## config.mk

```make
export PLATFORM = sky130hd
export DESIGN_NAME = shared_timebase
export DESIGN_NICKNAME = d
export VERILOG_FILES = /design/src/rtl/stb_pkg.sv /design/src/rtl/stb_counter.sv /design/src/rtl/stb_flags.sv /design/src/rtl/stb_regbus.sv /design/src/rtl/stb_irq.sv /design/src/rtl/shared_timebase.sv
export SDC_FILE = /design/constraint.sdc
export NUM_CORES = 1
export LEC_CHECK = 0
export CAP_MARGIN = 25
export CELL_PAD_IN_SITES_DETAIL_PLACEMENT = 1
export CELL_PAD_IN_SITES_GLOBAL_PLACEMENT = 2
export CORE_ASPECT_RATIO = 0.6
export CORE_MARGIN = 5
export CORE_UTILIZATION = 37
export CTS_BUF_LIST = sky130_fd_sc_hd__clkbuf_16
export DETAILED_ROUTE_END_ITERATION = 6
export DONT_BUFFER_PORTS = 1
export PLACE_DENSITY = 0.88
export REMOVE_ABC_BUFFERS = 1
export SLEW_MARGIN = 25
export SYNTH_ARGS = -nofsm -noshare
export SYNTH_HDL_FRONTEND = slang
export SYNTH_HIERARCHICAL = 1
export SYNTH_SLANG_ARGS = --single-unit
```

## constraint.sdc

```tcl
create_clock -name clk -period 4.5 [get_ports clk]
set_input_delay 0.45 -clock clk [delete_from_list [all_inputs] [get_ports clk]]
set_output_delay 0.45 -clock clk [all_outputs]
set_load 0.1 [all_outputs]
```

## src/rtl/stb_pkg.sv

```systemverilog
package stb_pkg;

    localparam int DW         = 8;
    localparam int NCH        = 5;
    localparam int CNT_W_DEF  = 16;
    localparam int ADDR_W_DEF = 2;

    // status byte bit positions (software decodes these)
    localparam int OVF_POS = 7;
    localparam int RUN_POS = 6;
    localparam int RSV_POS = 5;

    // bus address map
    localparam int SEL_STATUS = 0;
    localparam int SEL_CNT0   = 1;

    typedef struct packed {
        logic           ovf;
        logic           run;
        logic           rsv;
        logic [NCH-1:0] ev;
    } status_t;

    typedef struct packed {
        logic          wr;
        logic [DW-1:0] data;
    } stat_cmd_t;

    function automatic logic [DW-1:0] pack_status(input logic ovf,
                                                  input logic run,
                                                  input logic [NCH-1:0] ev);
        status_t s;
        s.ovf = ovf;
        s.run = run;
        s.rsv = 1'b0;
        s.ev  = ev;
        return s;
    endfunction

endpackage

```

## src/rtl/stb_counter.sv

```systemverilog
module stb_counter
    import stb_pkg::*;
#(
    parameter int CNT_W = CNT_W_DEF
) (
    input  logic               clk,
    input  logic               rst,
    input  logic               run,
    input  logic               tick,
    input  logic [CNT_W/DW-1:0] byte_wr,
    input  logic [DW-1:0]      wdata,
    output logic [CNT_W-1:0]   count,
    output logic               wrap
);
    localparam int NB = CNT_W / DW;

    logic [CNT_W-1:0] cnt_q;
    logic [CNT_W-1:0] cnt_n;

    always_comb begin
        cnt_n = cnt_q;
        if (run) begin
            if (tick) cnt_n = cnt_q + 1'b1;
        end else begin
            for (int b = 0; b < NB; b++) begin
                if (byte_wr[b]) cnt_n[b*DW +: DW] = wdata;
            end
        end
    end

    always_ff @(posedge clk) begin
        if (rst) cnt_q <= '0;
        else     cnt_q <= cnt_n;
    end

    assign count = cnt_q;
    assign wrap  = run & tick & (&cnt_q);

endmodule

```

## src/rtl/stb_flags.sv

```systemverilog
module stb_flags
    import stb_pkg::*;
(
    input  logic           clk,
    input  logic           rst,
    input  stat_cmd_t      cmd,
    input  logic           ovf_hw,
    input  logic [NCH-1:0] ch_evt,
    output logic           ovf_q,
    output logic           run_q,
    output logic [NCH-1:0] ev_q
);
    logic           ovf_n;
    logic           run_n;
    logic [NCH-1:0] ev_n;

    // hardware set dominates any software value written in the same cycle
    assign ovf_n = ovf_hw | (cmd.wr ? cmd.data[OVF_POS] : ovf_q);
    assign run_n = cmd.wr ? cmd.data[RUN_POS] : run_q;

    for (genvar i = 0; i < NCH; i++) begin : g_ev
        logic sw_clr;
        assign sw_clr  = cmd.wr & ~cmd.data[i];
        assign ev_n[i] = ch_evt[i] | (ev_q[i] & ~sw_clr);
    end

    always_ff @(posedge clk) begin
        if (rst) begin
            ovf_q <= 1'b0;
            run_q <= 1'b0;
            ev_q  <= '0;
        end else begin
            ovf_q <= ovf_n;
            run_q <= run_n;
            ev_q  <= ev_n;
        end
    end

endmodule

```

## src/rtl/stb_regbus.sv

```systemverilog
module stb_regbus
    import stb_pkg::*;
#(
    parameter int CNT_W  = CNT_W_DEF,
    parameter int ADDR_W = ADDR_W_DEF
) (
    input  logic                bus_wr,
    input  logic [ADDR_W-1:0]   bus_addr,
    input  logic [DW-1:0]       bus_wdata,
    input  logic [DW-1:0]       status,
    input  logic [CNT_W-1:0]    count,
    output stat_cmd_t           cmd,
    output logic [CNT_W/DW-1:0] byte_wr,
    output logic [DW-1:0]       rdata
);
    localparam int NB = CNT_W / DW;

    logic sel_stat;
    assign sel_stat = (bus_addr == ADDR_W'(SEL_STATUS));

    assign cmd.wr   = bus_wr & sel_stat;
    assign cmd.data = bus_wdata;

    for (genvar b = 0; b < NB; b++) begin : g_byte
        assign byte_wr[b] = bus_wr & (bus_addr == ADDR_W'(SEL_CNT0 + b));
    end

    always_comb begin
        rdata = '0;
        if (sel_stat) rdata = status;
        for (int b = 0; b < NB; b++) begin
            if (bus_addr == ADDR_W'(SEL_CNT0 + b)) rdata = count[b*DW +: DW];
        end
    end

endmodule

```

## src/rtl/stb_irq.sv

```systemverilog
module stb_irq
    import stb_pkg::*;
(
    input  logic           ovf_q,
    input  logic           ovf_ie,
    input  logic [NCH-1:0] ev_q,
    input  logic [NCH-1:0] ch_ie,
    output logic           irq
);
    logic [NCH:0] src;

    assign src[NCH] = ovf_q & ovf_ie;
    for (genvar i = 0; i < NCH; i++) begin : g_src
        assign src[i] = ev_q[i] & ch_ie[i];
    end

    assign irq = |src;

endmodule

```

## src/rtl/shared_timebase.sv

```systemverilog
module shared_timebase
    import stb_pkg::*;
#(
    parameter int CNT_W  = CNT_W_DEF,
    parameter int ADDR_W = ADDR_W_DEF
) (
    input  logic              clk,
    input  logic              rst,
    input  logic              bus_wr,
    input  logic [ADDR_W-1:0] bus_addr,
    input  logic [DW-1:0]     bus_wdata,
    output logic [DW-1:0]     bus_rdata,
    input  logic              cnt_tick,
    input  logic [NCH-1:0]    ch_evt,
    input  logic [NCH-1:0]    ch_ie,
    input  logic              ovf_ie,
    output logic [CNT_W-1:0]  count,
    output logic              irq
);
    localparam int NB = CNT_W / DW;

    stat_cmd_t      cmd;
    logic [NB-1:0]  byte_wr;
    logic           wrap;
    logic           ovf_q;
    logic           run_q;
    logic [NCH-1:0] ev_q;
    logic [DW-1:0]  status;

    assign status = pack_status(ovf_q, run_q, ev_q);

    stb_regbus #(.CNT_W(CNT_W), .ADDR_W(ADDR_W)) u_bus (
        .bus_wr    (bus_wr),
        .bus_addr  (bus_addr),
        .bus_wdata (bus_wdata),
        .status    (status),
        .count     (count),
        .cmd       (cmd),
        .byte_wr   (byte_wr),
        .rdata     (bus_rdata)
    );

    stb_counter #(.CNT_W(CNT_W)) u_cnt (
        .clk     (clk),
        .rst     (rst),
        .run     (run_q),
        .tick    (cnt_tick),
        .byte_wr (byte_wr),
        .wdata   (bus_wdata),
        .count   (count),
        .wrap    (wrap)
    );

    stb_flags u_flags (
        .clk    (clk),
        .rst    (rst),
        .cmd    (cmd),
        .ovf_hw (wrap),
        .ch_evt (ch_evt),
        .ovf_q  (ovf_q),
        .run_q  (run_q),
        .ev_q   (ev_q)
    );

    stb_irq u_irq (
        .ovf_q  (ovf_q),
        .ovf_ie (ovf_ie),
        .ev_q   (ev_q),
        .ch_ie  (ch_ie),
        .irq    (irq)
    );

endmodule

```

==> impl_metrics.ini, run 1 <==
[clock_tree]
cts_resized = 0
clk_latency_ns = 0.26
postCtsSetupBuffers = 0
cts_root_buffer = clkbuf_16
h-tree-depth = 1
clkTransAtPathRegs_ns = 0.07
cts.sinks = 23
numCtsBuffers = 3
holdBufCountCts = 0
cts_tree = done
clock_path_buffers = 2

[worst_setup_path]
cp.required_ns = 4.69
worstReg2RegStart = u_cnt/count[1]
ff2ff_path_depth = 6
critical_path_class = flop to flop
worstPathArrival_ns = 2.46
cp-start-kind = flop
r2r_slack_ns = 2.23
crit_start = u_cnt/count[1]
slowest_delay_ns = 0.54
worstReg2RegEnd = u_cnt/count[12]
endpoint = u_cnt/count[12]
critPathSlowestCell = or4_1
critPathMaxFanout = 5
crit_chain = buf_4 -> ha_1 -> nand4_1 -> or4_1 -> or3_1 -> a31oi_1
crit_path_end_kind = flop

[synth]
synth.avg_cell_area_um2 = 7.90
synth_area_mm2 = 0.00158
syn_inst = 200
yosysWarnings = 6

[routing]
route.vias.total = 1648
wl_um = 5940
drt_iter0_drc = 123
ant_nets = 0
routed_via_density = 6.27
wire_per_inst_um = 22.6
drc_errors = 0
first_pass_iters = 4

[sta]
hold_violations = 0
final_max_slew_viol_count = 0
finalCritPeriodShare_pct = 50.4
rsz0062_at_grt = no
setup_viol = 0
fmax_mhz = 441
worstMarginPinSlew_ns = 1.02
setup_tns_ns = 0
fin_ws_ns = 2.23
holdWs_ns = 0.248
post-route-min-period_ns = 2.27
skew_ns = 0.00322
relSlewSlack_pct = 31.5

[cells_and_area]
synthToLayoutAreaGrowth_pct = 20.6
layout_commonest_cell = dfxtp_1
final-seq-area_um2 = 463
antennaDiodeCount = 0
final_area_mm2 = 0.00190
fin_util_pct = 46.2
instances_no_fill = 263
final_nets = 230
mostFrequentLayoutCells = dfxtp_1, a21oi_1, nor2_1
fillerInstances = 502
drive_above_1_share_pct = 18.2
multi_input_area_mm2 = 0.00114

[power_and_ir_drop]
comb_power_share_pct = 28.2
p_leak_nw = 0.647
vdd.ir_drop.worst_uv = 130
sw_frac_of_total_pct = 38.3
pwr-share-seq_pct = 38.1
p_int_mw = 0.373
total_power_mw = 0.604
clockPowerShare_pct = 33.7
p_per_area_mw_per_mm2 = 317
switchingPower_mw = 0.232

[placement]
routabilityCongestion = 0.944
post_dp_cell_area_mm2 = 0.00183
pre_cts_ws_ns = 2.19
dp_hpwl_um = 4410
dp.cells = 259
portBuffers = 0

[floorplanning]
ios = 50
die_h_um = 60.6
core_area_mm2 = 0.00412
initial_core_util_pct = 38.3
dieArea_mm2 = 0.00572
die_w_um = 94.3
rows = 18

[status]
outcome = complete, no violations

[flow_run]
cap_violations = 0

[global_routing]
grt_usage_pct = 21.5
grt_max_degree = 27
grt_pass1_wl_um = 9250
grt_pass1_vias = 1656
grt_overflow_total = 0
antenna_found_initial = 0

[hold_path]
min_path_type = input port to flop
## worst min-delay path by stage
stage	slack, ns	start	depth (start not counted)	endpoint
2_1_floorplan	0.47	u_flags/ev_q[1]	2	u_flags/ev_q[1]
3_3_place_gp	0.49	u_flags/ev_q[2]	2	u_flags/ev_q[2]
3_5_place_dp	0.52	rst	1	u_cnt/count[15]
4_1_cts	0.24	rst	1	u_cnt/count[15]
5_1_grt	0.24	rst	1	u_cnt/count[15]
6_report	0.25	rst	1	u_cnt/count[8]
## power by group through the flow
stage / logic [mW] / clock network, mW / registers, mW
floorplan: 0.0810 / 0 / 0.281
global route: 0.177 / 0.219 / 0.232
global placement: 0.159 / 0 / 0.234
detailed placement: 0.169 / 0 / 0.235
finish: 0.170 / 0.204 / 0.230
CTS: 0.170 / 0.204 / 0.230
## flip-flops by register name (all words and copies together) (netlist names)
| name | cells |
|---|---|
| u_cnt/count | 16 |
| u_flags/ev_q | 5 |
| u_flags/ovf_q | 1 |
| u_flags/run_q | 1 |
## layer usage
layer	track usage [%]	vias up	routed length, um
met5	0	-	0
met4	4.94	0	68
met3	7.68	10	601
met2	34.8	70	2670
met1	28.0	826	2600
li1	-	742	-
## cell type report
class	instances	share of cell area [%]
Multi-Input combinational cell	154	59.9
Sequential cell	23	24.3
Timing Repair Buffer	17	6.70
Clock buffer	3	3.94
Tap cell	60	3.94
Inverter	5	0.986
Clock inverter	1	0.197
## critical path: cells and delay by family, from the launching register on
family	cells	cell delay (ns)
DFF	1	0.31
buffers and inverters	1	0.31
and+or+nand+nor	3	1.07
AOI/OAI and AO/OA	1	0.18
adders and majority gates	1	0.31
(Power assumes the default switching activity.)
==> inputs of run 2 (changes only) <==
ABC_AREA = 1   (was not set)
CORE_UTILIZATION = 29   (was 37)
PLACE_DENSITY = 0.81   (was 0.88)
clock period = 2 ns   (was 4.5 ns; I/O delays follow)
==> run 2 against run 1 <==
Compared with the run above: first-iteration DRC count up 2.4%; non-clock buffer count is 15 higher; power grew 140%; global-route usage decreased by 3.5 points; die area grew 31%; via count up 19%; sequential share of layout area shrank 2.5 points; count of clock-buffer cells in the layout unchanged; routed wire length up 18%; final cell count up 45%; flip-flop and latch count unchanged.
==> impl_metrics.ini, run 2 <==
[worst_setup_path]
critPathSlowestCell = dfxtp_1
slowest_delay_ns = 0.44
worstPathArrival_ns = 1.52
cp-start-kind = flop
path_depth = 4
cp.required_ns = 1.80
critical_path_class = flop to output port
worstReg2RegStart = u_cnt/count[1]
endpoint = bus_rdata[3]
crit_buf_inv = 2
path_delay_family = buffers and inverters
crit_start = u_cnt/count[3]
crit_path_end_kind = output port
worstReg2RegEnd = u_cnt/count[7]
r2r_slack_ns = 0.43
critPathMaxFanout = 4
ff2ff_path_depth = 7
crit_chain = buf_4 -> nand3_1 -> nand3_1 -> buf_12
crit_top_cell = nand3_1

[routing]
wire_per_inst_um = 18.3
route.vias.total = 1953
route.met2.wl_um = 2890
ant_nets = 0
top_layer_used = met4
first_pass_iters = 4
wl_um = 6990
drc_errors = 0
routed_via_density = 5.13
wl_met1_um = 3450
wl_met3_um = 640
drt_iter0_drc = 126

[synth]
syn_inst = 278
synth.avg_cell_area_um2 = 6.09
yosysWarnings = 6
synth_area_mm2 = 0.00169

[sta]
finalCritPeriodShare_pct = 85.8
fmax_mhz = 582
worstMarginPinSlew_ns = 0.677
final_max_slew_viol_count = 0
rsz0062_at_grt = no
setup_viol = 0
skew_ns = 0.00646
hold_violations = 0
post-route-min-period_ns = 1.72
relSlewSlack_pct = 54.6

[cells_and_area]
synthToLayoutAreaGrowth_pct = 25.0
drive_above_1_share_pct = 16.9
layout_commonest_cell = nand2_1
fin_util_pct = 37.6
antennaDiodeCount = 0
instances_no_fill = 381
final_nets = 328
mostFrequentLayoutCells = nand2_1, nand3_1, inv_1
largest_reg_flops = 16

[global_routing]
grt_max_degree = 17
antenna_found_initial = 0
grt_overflow_total = 0
grt_usage_pct = 18.0
grt_pass1_vias = 1952
grt_pass1_wl_um = 10600

[floorplanning]
die_w_um = 109
core_area_mm2 = 0.00562
die_h_um = 69.2
ios = 50
dieArea_mm2 = 0.00752
initial_core_util_pct = 30.1
rows = 21

[clock_tree]
clock_path_buffers = 2
cts_root_buffer = clkbuf_16
numCtsBuffers = 3
h-tree-depth = 1
postCtsSetupBuffers = 0
clkTransAtPathRegs_ns = 0.07
cts.sinks = 23
cts_tree = done
cts_resized = 0
clk_latency_ns = 0.26

[flow_run]
cap_violations = 0

[hold_path]
hold_start = rst
min_path_type = input port to flop

[status]
outcome = complete, no violations

[placement]
routabilityCongestion = 0.927
dp.cells = 375
portBuffers = 0
dp_hpwl_um = 5450

[power_and_ir_drop]
vdd.ir_drop.worst_uv = 398
p_leak_nw = 0.937
p_per_area_mw_per_mm2 = 673
[run 2: worst min path at each step]
stage                           end  slack [ns]  depth (start not counted)
detailed placement  u_flags/ev_q[2]        0.27                          1
CTS                 u_flags/ev_q[0]       0.002                          1
floorplan           u_flags/ev_q[0]        0.27                          1
global route          u_flags/run_q       0.003                          1
finish                u_flags/run_q        0.01                          1
global placement    u_flags/ev_q[2]        0.27                          1
[run 2: cell type report]
cell class / count / area [um2]
inverter: 39 / 146
sequential: 23 / 460
clock buffer: 3 / 75.1
clock inverter: 1 / 5.00
tap: 80 / 100
timing repair buffer: 32 / 345
fill: 767 / 3510
multi-input combinational: 203 / 983
[run 2: repair_timing]
item / in CTS / in global routing
hold buffers: 1 / 1
setup endpoints to repair: 0 / 0
endpoints found under the hold margin: 3 / 2
[run 2: layer usage]
layer | vias to the layer above | GRT usage [%]
met2 | 61 | 27.5
met5 | - | 0
met1 | 945 | 26.8
met4 | 0 | 0.560
li1 | 945 | -
met3 | 2 | 4.47
[run 2: stage by stage]
stage	hold WS (ns)	power, mW	setup TNS (ns)	cell area, um2	worst slack (ns)
after global routing	0.00325	1.48	0	2120	0.221
after CTS	0.00230	1.43	0	2110	0.285
after detailed placement	0.274	0.976	0	2020	0.472
after global placement	0.272	0.970	0	2020	0.469
final	0.00950	1.42	0	2120	0.283
after floorplan	0.269	0.840	-1.92	1590	-0.189
[run 2: where the power goes]
group          internal (mW)  leakage, nW  switching [mW]
registers              0.484        0.189          0.0344
clock network          0.270       0.0409           0.183
logic                  0.113        0.707           0.340
total                  0.867        0.937           0.558
==> inputs of run 3 (changes only) <==
CORE_MARGIN = 2   (was 5)
==> run 3 against run 2 <==
Compared with the run above: combinational power hardly changed; via count is 3.5% lower; non-clock buffer count is 2 lower; worst hold slack worse by 0.0017 ns; clock power hardly changed; global-route usage is 3.8 points higher; critical path type unchanged.
==> impl_metrics.ini, run 3 (synthesis gave the netlist of run 2 again) <==
[status]
outcome = complete, no violations

[sta]
finalCritPeriodShare_pct = 85.4
holdWs_ns = 0.00782
rsz0062_at_grt = no
worstMarginPinSlew_ns = 0.791
hold_violations = 0
setup_viol = 0
final_max_slew_viol_count = 0
fmax_mhz = 586
relSlewSlack_pct = 47.0
skew_ns = 0.00292
post-route-min-period_ns = 1.71
setup_tns_ns = 0

[worst_setup_path]
crit_path_end_kind = output port
r2r_slack_ns = 0.31
worstPathArrival_ns = 1.51
cp-start-kind = flop
cp.required_ns = 1.80
critical_path_class = flop to output port
critPathMaxFanout = 5

[routing]
first_pass_iters = 4
drt_iter0_drc = 104
drc_errors = 0
route.vias.total = 1885
wl_um = 6790
routed_via_density = 4.97
ant_nets = 0
wire_per_inst_um = 17.9

[floorplanning]
die_w_um = 103
ios = 50
initial_core_util_pct = 30.2
rows = 21
dieArea_mm2 = 0.00648
die_h_um = 63.2
core_area_mm2 = 0.00560

[cells_and_area]
largest_reg_flops = 16
drive_above_1_share_pct = 16.7
mostFrequentLayoutCells = nand2_1, nand3_1, inv_1
layout_commonest_cell = nand2_1
final_nets = 326
synthToLayoutAreaGrowth_pct = 23.9
antennaDiodeCount = 0
fin_util_pct = 37.5

[placement]
portBuffers = 0
dp_hpwl_um = 5280
routabilityCongestion = 0.870

[power_and_ir_drop]
switchingPower_mw = 0.558
vdd.ir_drop.worst_uv = 359
p_leak_nw = 0.928
comb_power_share_pct = 31.7
pwr-share-seq_pct = 36.3
clockPowerShare_pct = 32.0
p_per_area_mw_per_mm2 = 678
p_int_mw = 0.864
sw_frac_of_total_pct = 39.2

[clock_tree]
holdBufCountCts = 1
clock_path_buffers = 2
cts_resized = 0
cts_root_buffer = clkbuf_16
clk_latency_ns = 0.26
cts.sinks = 23
clkTransAtPathRegs_ns = 0.07
h-tree-depth = 1
postCtsSetupBuffers = 0
numCtsBuffers = 3
cts_tree = done

[global_routing]
grt_pass1_vias = 1871
gr-max-usage-layer = met1
grt_max_degree = 17
grt_overflow_total = 0
globalRouteMet1Util_pct = 33.6
use_met2_pct = 31.4
grt_use_met3_pct = 5.66
grt_usage_pct = 21.8
antenna_found_initial = 0
grt_pass1_wl_um = 10600

[flow_run]
cap_violations = 0

[hold_path]
min_path_type = input port to flop
[run 3: cell types whose count changed in the layout (fill, tap and decap cells not counted)]
cell | before | now
buf_4 | 22 | 21
dlygate4sd3_1 | 2 | 1
[run 3: final cells by class]
type	instances	area, um2
multi-input combinational	203	983
tap	80	100
sequential	23	460
fill	759	3500
clock inverter	1	5.00
inverter	39	146
clock buffer	3	75.1
timing repair buffer	30	328
[run 3: stage by stage]
| step | power [mW] | instances | setup WS (ns) | area [um2] |
|---|---|---|---|---|
| 2_1_floorplan | 0.840 | 265 | -0.189 | 1590 |
| 3_3_place_gp | 0.967 | 374 | 0.347 | 2010 |
| 3_5_place_dp | 0.973 | 374 | 0.363 | 2010 |
| 4_1_cts | 1.44 | 379 | 0.298 | 2100 |
| 5_1_grt | 1.48 | 379 | 0.207 | 2100 |
| 6_report | 1.42 | 379 | 0.293 | 2100 |
[run 3: worst max-delay path: stages, from the launching register on]
cell and delay [ns]:
dfxtp_1 0.34, buf_4 0.14, buf_4 0.30, nand3_1 0.13
nand3_1 0.15, buf_12 0.19
[run 3: final timing paths]
path                                 startpoint              end  cells after the start
worst max-delay path             u_cnt/count[4]     bus_rdata[4]                      5
worst max register to register   u_cnt/count[1]  u_cnt/count[11]                      8
worst min register to register  u_flags/ev_q[2]  u_flags/ev_q[2]                      2
worst min-delay path                        rst    u_flags/ovf_q                      1
[run 3: routing by layer]
metal / up-vias / share of wire, %
met2: 65 / 41
met1: 872 / 50
met5: - / 0
li1: 946 / -
met4: 0 / 0.12
met3: 2 / 8.5
[run 3: power groups by stage]
stage | Combinational [mW] | Sequential, mW | Clock, mW
finish | 0.451 | 0.517 | 0.456
global route | 0.474 | 0.521 | 0.485
CTS | 0.451 | 0.516 | 0.472
detailed placement | 0.446 | 0.526 | 0
global placement | 0.441 | 0.526 | 0
floorplan | 0.190 | 0.651 | 0
